[src/rtl/otp_pkg.sv]
package otp_pkg;

    typedef enum logic [2:0] {
        M_STANDBY,
        M_DISABLE,
        M_READ,
        M_VERIFY,
        M_PROGRAM,
        M_INHIBIT,
        M_IDENT
    } op_mode_e;

    typedef enum logic [1:0] {
        ST_OFF,
        ST_WAIT,
        ST_READY
    } acc_state_e;

endpackage

[src/rtl/otp_mode_decode.sv]
module otp_mode_decode
    import otp_pkg::*;
(
    input  logic     chip_en_n,
    input  logic     out_en_n,
    input  logic     vpp_hi,
    input  logic     id_hv,
    output op_mode_e mode,
    output logic     drive,
    output logic     prog_window
);

    always_comb begin
        mode = M_STANDBY;
        if (chip_en_n) begin
            mode = vpp_hi ? M_INHIBIT : M_STANDBY;
        end else if (vpp_hi) begin
            mode = out_en_n ? M_PROGRAM : M_VERIFY;
        end else if (id_hv) begin
            mode = out_en_n ? M_DISABLE : M_IDENT;
        end else begin
            mode = out_en_n ? M_DISABLE : M_READ;
        end
    end

    always_comb begin
        drive       = 1'b0;
        prog_window = 1'b0;
        unique case (mode)
            M_READ, M_VERIFY, M_IDENT: drive = 1'b1;
            M_PROGRAM:                 prog_window = 1'b1;
            M_STANDBY, M_DISABLE, M_INHIBIT: begin
                drive       = 1'b0;
                prog_window = 1'b0;
            end
            default: begin
                drive       = 1'b0;
                prog_window = 1'b0;
            end
        endcase
    end

endmodule

[src/rtl/otp_cell_array.sv]
module otp_cell_array #(
    parameter int ADDR_W = 6,
    parameter int DATA_W = 16
) (
    input  logic              clk,
    input  logic              rst_n,
    input  logic              erase,
    input  logic              wr_en,
    input  logic [ADDR_W-1:0] wr_addr,
    input  logic [DATA_W-1:0] wr_data,
    input  logic [ADDR_W-1:0] rd_addr,
    output logic [DATA_W-1:0] rd_data
);

    localparam int DEPTH = 1 << ADDR_W;
    localparam logic [DATA_W-1:0] BLANK = {DATA_W{1'b1}};

    logic [DATA_W-1:0] cells [DEPTH];

    // Erase outranks a program pulse in the same cycle; programming ANDs only.
    always_ff @(posedge clk or negedge rst_n) begin
        if (!rst_n) begin
            for (int w = 0; w < DEPTH; w++) cells[w] <= BLANK;
        end else if (erase) begin
            for (int w = 0; w < DEPTH; w++) cells[w] <= BLANK;
        end else if (wr_en) begin
            cells[wr_addr] <= cells[wr_addr] & wr_data;
        end
    end

    assign rd_data = cells[rd_addr];

endmodule

[src/rtl/otp_access_fsm.sv]
module otp_access_fsm
    import otp_pkg::*;
#(
    parameter int ADDR_W      = 6,
    parameter int DATA_W      = 16,
    parameter int ACCESS_LAT  = 3
) (
    input  logic              clk,
    input  logic              rst_n,
    input  op_mode_e          mode,
    input  logic              drive,
    input  logic              erase,
    input  logic [ADDR_W-1:0] addr,
    input  logic [DATA_W-1:0] src_data,
    output logic [DATA_W-1:0] dout,
    output logic              dvalid
);

    localparam int CNT_W = $clog2(ACCESS_LAT + 1);
    localparam logic [CNT_W-1:0] LAT_C = CNT_W'(ACCESS_LAT);
    localparam logic [CNT_W-1:0] ONE_C = CNT_W'(1);

    acc_state_e        state, state_nxt;
    logic [CNT_W-1:0]  cnt, cnt_nxt;
    op_mode_e          mode_q;
    logic [ADDR_W-1:0] addr_q;
    logic [DATA_W-1:0] data_q;
    logic              restart;

    assign restart = drive && ((mode != mode_q) || (addr != addr_q) || erase);

    // Next-state logic: T_RELEASE, T_RESTART, T_ENABLE, T_COUNT, T_DONE.
    always_comb begin
        state_nxt = state;
        cnt_nxt   = cnt;
        if (!drive) begin
            state_nxt = ST_OFF;
            cnt_nxt   = '0;
        end else if (restart) begin
            state_nxt = ST_WAIT;
            cnt_nxt   = ONE_C;
        end else begin
            unique case (state)
                ST_OFF: begin
                    state_nxt = ST_WAIT;
                    cnt_nxt   = ONE_C;
                end
                ST_WAIT: begin
                    if (cnt >= LAT_C) begin
                        state_nxt = ST_READY;
                    end else begin
                        cnt_nxt = cnt + ONE_C;
                    end
                end
                ST_READY: state_nxt = ST_READY;
                default:  state_nxt = ST_OFF;
            endcase
        end
    end

    // State register.
    always_ff @(posedge clk or negedge rst_n) begin
        if (!rst_n) begin
            state  <= ST_OFF;
            cnt    <= '0;
            mode_q <= M_STANDBY;
            addr_q <= '0;
            data_q <= '0;
        end else begin
            state  <= state_nxt;
            cnt    <= cnt_nxt;
            mode_q <= mode;
            addr_q <= addr;
            data_q <= src_data;
        end
    end

    // Outputs.
    always_comb begin
        dvalid = 1'b0;
        unique case (state)
            ST_READY: dvalid = drive && !restart;
            ST_OFF, ST_WAIT: dvalid = 1'b0;
            default: dvalid = 1'b0;
        endcase
        dout = dvalid ? data_q : '0;
    end

endmodule

[src/rtl/otp_word_store.sv]
module otp_word_store
    import otp_pkg::*;
#(
    parameter int          ADDR_W     = 6,
    parameter int          ACCESS_LAT = 3,
    parameter logic [7:0]  MFR_ID     = 8'h20,
    parameter logic [7:0]  DEV_ID     = 8'h8C
) (
    input  logic              clk,
    input  logic              rst_n,
    input  logic              chip_en_n,
    input  logic              out_en_n,
    input  logic              prog_n,
    input  logic              vpp_hi,
    input  logic              id_hv,
    input  logic              erase,
    input  logic [ADDR_W-1:0] addr,
    input  logic [15:0]       din,
    output logic [15:0]       dout,
    output logic              drive_en,
    output logic              dvalid
);

    localparam int DATA_W = 16;

    op_mode_e          mode;
    logic              drive;
    logic              prog_window;
    logic              prog_q;
    logic              wr_en;
    logic [DATA_W-1:0] arr_word;
    logic [DATA_W-1:0] src_word;

    otp_mode_decode u_dec (
        .chip_en_n  (chip_en_n),
        .out_en_n   (out_en_n),
        .vpp_hi     (vpp_hi),
        .id_hv      (id_hv),
        .mode       (mode),
        .drive      (drive),
        .prog_window(prog_window)
    );

    // Strobe edge detect: one write per high-to-low transition.
    always_ff @(posedge clk or negedge rst_n) begin
        if (!rst_n) prog_q <= 1'b1;
        else        prog_q <= prog_n;
    end

    assign wr_en = prog_window && prog_q && !prog_n;

    otp_cell_array #(.ADDR_W(ADDR_W), .DATA_W(DATA_W)) u_arr (
        .clk    (clk),
        .rst_n  (rst_n),
        .erase  (erase),
        .wr_en  (wr_en),
        .wr_addr(addr),
        .wr_data(din),
        .rd_addr(addr),
        .rd_data(arr_word)
    );

    always_comb begin
        if (mode == M_IDENT) src_word = {8'h00, addr[0] ? DEV_ID : MFR_ID};
        else                 src_word = arr_word;
    end

    otp_access_fsm #(
        .ADDR_W    (ADDR_W),
        .DATA_W    (DATA_W),
        .ACCESS_LAT(ACCESS_LAT)
    ) u_fsm (
        .clk     (clk),
        .rst_n   (rst_n),
        .mode    (mode),
        .drive   (drive),
        .erase   (erase),
        .addr    (addr),
        .src_data(src_word),
        .dout    (dout),
        .dvalid  (dvalid)
    );

    assign drive_en = drive;

endmodule

[config.mk]
export PLATFORM = sky130hd
export DESIGN_NAME = otp_word_store
export DESIGN_NICKNAME = d
export VERILOG_FILES = /design/src/rtl/otp_pkg.sv /design/src/rtl/otp_mode_decode.sv /design/src/rtl/otp_cell_array.sv /design/src/rtl/otp_access_fsm.sv /design/src/rtl/otp_word_store.sv
export SDC_FILE = /design/constraint.sdc
export NUM_CORES = 2
export LEC_CHECK = 0
export ABC_AREA = 1
export BUFFER_PORTS_ARGS = -buffer_cell sky130_fd_sc_hd__buf_2
export CAP_MARGIN = 30
export CORE_AREA = 2 2 352 354
export DETAILED_ROUTE_END_ITERATION = 8
export DIE_AREA = 0 0 354 356
export HOLD_SLACK_MARGIN = 0.08
export PLACE_DENSITY = 0.65
export SYNTH_ARGS = -nofsm -noshare
export SYNTH_HDL_FRONTEND = slang
export SYNTH_SLANG_ARGS = --single-unit
[constraint.sdc]
create_clock -name clk -period 2.5 [get_ports clk]
set_clock_uncertainty 0.1 [all_clocks]
set_input_delay 0 -clock clk [delete_from_list [all_inputs] [get_ports clk]]
set_output_delay 0 -clock clk [all_outputs]
set_load 0.03 [all_outputs]
After elaboration in Yosys (flattened, before gate mapping)
Index checks and enable logic that the tools add are counted.
W data, S select, Z words.
- bitwise operators: 2
- equal/unequal tests: 11
- magnitude comparators: 3
- muxes and demuxes: 29
- reduce and logical (&&, ||, !) cells: 13
- add/sub/neg operators: 1
- operator list (kind ; number):
    $mux W1024 ; 2
    $bwmux W1024 ; 1
    $bmux W16 S6 ; 1
    $demux W16 S6 ; 1
    $mux W16 ; 5
    $mux W3 ; 6
    $and A16 B16 Y16 ; 1
    $mux W2 ; 7
    $ne A4 B4 Y1 const B ; 3
    $mux W8 ; 1
    $ge A7 B7 Y1 const B ; 1
    $lt A7 B1 Y1 const B ; 1
    $not A6 Y7 ; 1
    $eq A3 B2 Y1 const B ; 2
    $eq A3 B3 Y1 const B ; 2
    $ne A6 B6 Y1 ; 1
    $pmux W2 S3 ; 1
    $logic_and A1 B1 Y1 ; 5
    $pmux W2 S2 ; 1
    $mux W1 ; 3
    $ne A3 B3 Y1 ; 1
    $reduce_or A3 Y1 ; 1
    $add A2 B1 Y2 const B ; 1
    $eq A2 B1 Y1 const B ; 1
    other kinds (7) ; 9
- logic and storage cells: 129
- output and inout port bits: 18
- register bits after elaboration: 1054
- bits of input ports: 30

Longest topological paths before layout
- depth in word-level cells: 12
- depth in mapped cells: 15

Cells and area by module
From an unflattened synthesis, not the netlist that was laid out.
- cells, all modules: 8993
- area total of the unflattened synthesis: 61479.0 sq um
- modules (own cells, without submodules) (module ; times used ; area an instance (sq um) ; cells each ; seq. area each (sq um)):
    otp_cell_array ; 1 ; 59992.5 ; 8806 ; 26905.8
    otp_access_fsm ; 1 ; 1238.7 ; 132 ; 725.7
    otp_word_store ; 1 ; 197.7 ; 43 ; 26.3
    otp_mode_decode ; 1 ; 50.0 ; 12 ; 0.0

Least setup slack after synthesis
Ideal clock, no wire load.
- kind: in2out
- from: in addr[0]
- to: out dout[10]
- data arrival time: 1943 ps
- required time: 2400 ps
- slack: 457 ps
- cell stages on the path: 12
- cells stage by stage: buf_2 buf_4 buf_4 buf_6 xnor2_1 o2111ai_1 nor2_1 nand3_1 nor2_2 nand2_2 buf_2 nor2_1
- cells in the longest elaborated chain, start to end: 8
- ends and longest elaborated chain (what ; RTL line ; RTL):
    from (decl) ; otp_word_store.sv:17 ; input logic [ADDR_W-1:0] addr,
    $ne A6 B6 Y1 ; otp_access_fsm.sv:30 ; assign restart = drive && ((mode != mode_q) || (addr != addr_q) || erase);
    $logic_or A1 B1 Y1 (2 in a row) ; otp_access_fsm.sv:30 ;
    $logic_and A1 B1 Y1 ; otp_access_fsm.sv:30 ;
    $logic_not A1 Y1 ; otp_access_fsm.sv:82 ; ST_READY: dvalid = drive && !restart;
    $logic_and A1 B1 Y1 ; otp_access_fsm.sv:82 ;
    $mux W1 ; otp_access_fsm.sv:81 ; unique case (state)
    $mux W16 ; otp_access_fsm.sv:86 ; dout = dvalid ? data_q : '0;
    to (decl) ; otp_word_store.sv:19 ; output logic [15:0] dout,
No other way between the ends.

Worst setup path in the final report
- from: reg u_fsm.mode_q[1]
- to: out dout[12]
- cells in the longest elaborated chain, start to end: 8
- ends and longest elaborated chain (what ; RTL line ; RTL):
    from (decl) ; otp_access_fsm.sv:25 ; op_mode_e mode_q;
    from (signal assigned) ; otp_access_fsm.sv:72 ; mode_q <= mode;
    $ne A3 B3 Y1 ; otp_access_fsm.sv:30 ;
    $logic_or A1 B1 Y1 (2 in a row) ; otp_access_fsm.sv:30 ;
    $logic_and A1 B1 Y1 ; otp_access_fsm.sv:30 ;
    $logic_not A1 Y1 ; otp_access_fsm.sv:82 ;
    $logic_and A1 B1 Y1 ; otp_access_fsm.sv:82 ;
    $mux W1 ; otp_access_fsm.sv:81 ;
    $mux W16 ; otp_access_fsm.sv:86 ;
No other way between the ends.

==> impl_metrics.tcl <==
set metrics [dict create \
    use_met3 0.04108 \
    drive_above_1_share 0.2867 \
    yosys_warnings 0 \
    grt_pass1_wl_um 265300 \
    finalCoreUtilization 0.5229 \
    nets 7078 \
    grtUsageMet2 0.4261 \
    start_util 0.4450 \
    place.gp.congestion 0.8845 \
    rsz0062_at_grt "yes" \
    intPower_mw 28.04 \
    groute.usage.overall 0.2716 \
    synthTopCellsByArea "dfstp_2, nand2_1, a21oi_1" \
    drc_errors 0 \
    timing.rr.start "u_arr.cells[726]$_DFFE_PN1P_" \
    arrival_ns 2.79 \
    required_ns 2.40 \
    clockBufferDepth 3 \
    stdcell_area_um2 64140 \
    worstHoldPathCells 9 \
    grt_max_degree 159 \
    hp-start "chip_en_n" \
    hp-class "primary input to register" \
    grt_util_met1 0.3769 \
    seq_area_frac_synth 0.5066 \
    switching_share 0.2725 \
    routed_via_density 5.251 \
    die_w_um 354 \
    syn_nets 6854 \
    syn-cell-area_um2 54590 \
    pwr-share-clk 0.432 \
    grt-ovfl-total 0 \
    dp_slack_ns -0.3858 \
    finalSetupViolCount 17 \
    ys_types 36 \
    fin_crit_ns 2.888 \
    first_global_vias 43679 \
    crit_fanout 8 \
    status "finished with violations" \
    num_rows 129 \
    p_sw_mw 10.50 \
    reg2regPathDepth 11 \
    tightest_slew_ns 0.9268 \
    cts.htree.levels 3 \
    combPwrFrac 0.120 \
    dieArea_um2 126000 \
    slew_violations 0 \
    hpwl_um 111000 \
    clk_pin_slew_ns 0.06 \
    clk_latency_ns 0.76 \
    cts_root_buf "clkbuf_16" \
    powerDensity_nw_per_um2 600.8 \
    synth_top_area_cell "dfstp_2" \
    wirelength_um 173400 \
    start_kind "register" \
    synth_top_cell_area_share 0.4933 \
    path_class "register to output port" \
    final_cell_mix "nand2_1, nor2_1, dfstp_2, inv_1, a21oi_1" \
    max-vdd-ir-drop_uv 575.4 \
    layout_commonest_cell "nand2_1" \
    ant_nets 0 \
    placed_area_um2 59570 \
    synth-edff-count 0 \
    maxCapViolCount 0 \
    period_share 1.155 \
    io_buffers 47 \
    syn_inst 6820 \
    fin_total_pwr_mw 38.54 \
    maxSlewHeadroom 0.3821 \
    avgSynthCellArea_um2 8.005 \
    vias 46097 \
    reg2reg_to "u_arr.cells[166]$_DFFE_PN1P_" \
    hold_ws_ns 0.02229 \
    fin_ws_ns -0.3879 \
    ys_seq_elements 1054 \
    syn2layout_area_growth_pct 17.49 \
    p_leak_nw 32.30 \
    first_pass_iters 6 \
    grt.busiest_layer "met2" \
    post_drt_wl_per_cell_um 19.75 \
    fp.coreArea_um2 122700 \
    antenna_found_initial 2 \
    violations "negative setup slack" \
    fillCellCount 11355 \
    drtIter0Drc 4270 \
    worstSetupEndpointType "output port" \
    numCtsBuffers 112 \
    reg2reg_slack_ns 0.02 \
    cts_sinks 1054 \
    die_height_um 356 \
    synth-async-reset-ratio 1.000 \
    seq_power_share 0.448 \
    hold_violations 0 \
    synth_ff_type "dfstp_2" \
    hold_end "u_fsm.state[1]$_DFFE_PN0P_" \
    cts_tree "yes" \
    num_io_pins 48 \
    fmax_mhz 346.3 \
]
metrics by stage:
stage / std cells / setup TNS (ns)
after global placement: 8506 / -121.74
after detailed placement: 8506 / -131.19
after floorplan: 6820 / 0
after global routing: 8777 / -7.277
after CTS: 8772 / -5.777
final: 8778 / -6.194
sequential cells by signal, indices dropped and copies added (netlist names):
signal        count
u_arr.cells    1024
u_fsm.data_q     16
u_fsm.state       2
prog_q            1
u_fsm.addr_q      6
u_fsm.mode_q      3
u_fsm.cnt         2
metal layers:
metal / part of all wire / wire [µm]
met4: 0.041 / 7075
met2: 0.46 / 79740
met3: 0.075 / 13020
met5: 0.000075 / 13
met1: 0.42 / 73510
Yosys cell counts, drive strengths merged (4+ instances only):
cell	n
buf	367
nand3	488
nor2	1134
ha	4
nand4	4
nand2	1338
or2	63
inv	978
dfstp	1025
clkbuf	68
o211ai	16
o21ai	190
nor3	67
a21oi	1039
dfrtp	29
xnor2	4
layout make-up:
cell class | instances | area, µm² | area share
inverter | 978 | 3694 | 0.05759
sequential | 1054 | 27660 | 0.4312
antenna | 1 | 2.502 | 0.00003901
tap | 1637 | 2048 | 0.03193
clock buffer | 171 | 3316 | 0.05169
clock inverter | 39 | 346.6 | 0.005403
timing repair buffer | 545 | 6452 | 0.1006
multi-input combinational | 4353 | 20620 | 0.3215
critical path: stages (launching register included):
cell,delay [ns]
dfrtp_1,0.40
xnor2_2,0.21
buf_6,0.18
nand4_1,0.11
nor2_2,0.13
buf_6,0.18
nand3_4,0.10
nor2_4,0.12
nand2_4,0.11
clkbuf_16,0.22
nor2_2,0.11
buf_6,0.14
power by group through the flow:
stage,Clock [mW],Sequential [mW],Combinational [mW]
floorplan,0,17.5,2.11
global placement,0,17.5,4.42
detailed placement,0,17.5,4.43
CTS,17.0,17.3,4.52
global route,17.7,17.3,4.84
finish,16.7,17.3,4.62
how the worst max path moves through the flow:
stage | slack [ns] | cells after the start | from | end
floorplan | 0.46 | 12 | addr[0] | dout[10]
global placement | -0.37 | 15 | addr[0] | u_arr.cells[150]$_DFFE_PN1P_
detailed placement | -0.39 | 15 | addr[0] | u_arr.cells[672]$_DFFE_PN1P_
CTS | -0.36 | 11 | u_fsm.mode_q[1]$_DFF_PN0_ | dout[15]
global route | -0.44 | 11 | u_fsm.mode_q[1]$_DFF_PN0_ | dout[14]
finish | -0.39 | 11 | u_fsm.mode_q[1]$_DFF_PN0_ | dout[12]
cells by family after synthesis:
kind of cell | synth area share
xor gates and xnor gates | 0.0008021
adders and majority gates | 0.0009168
buffers and inverters | 0.1193
and+or+nand+nor | 0.2407
AOI/OAI and AO/OA | 0.1317
DFF | 0.5066
timing repair:
item,in CTS,in global routing
hold buffers,49,4
cloned,0,2
hold endpoints to repair,2004,4
setup buffers,7,2
setup endpoints to repair,79,95
gates resized for setup,30,50
pin swaps,4,7
Note: power is estimated with default switching activity, not from simulation.
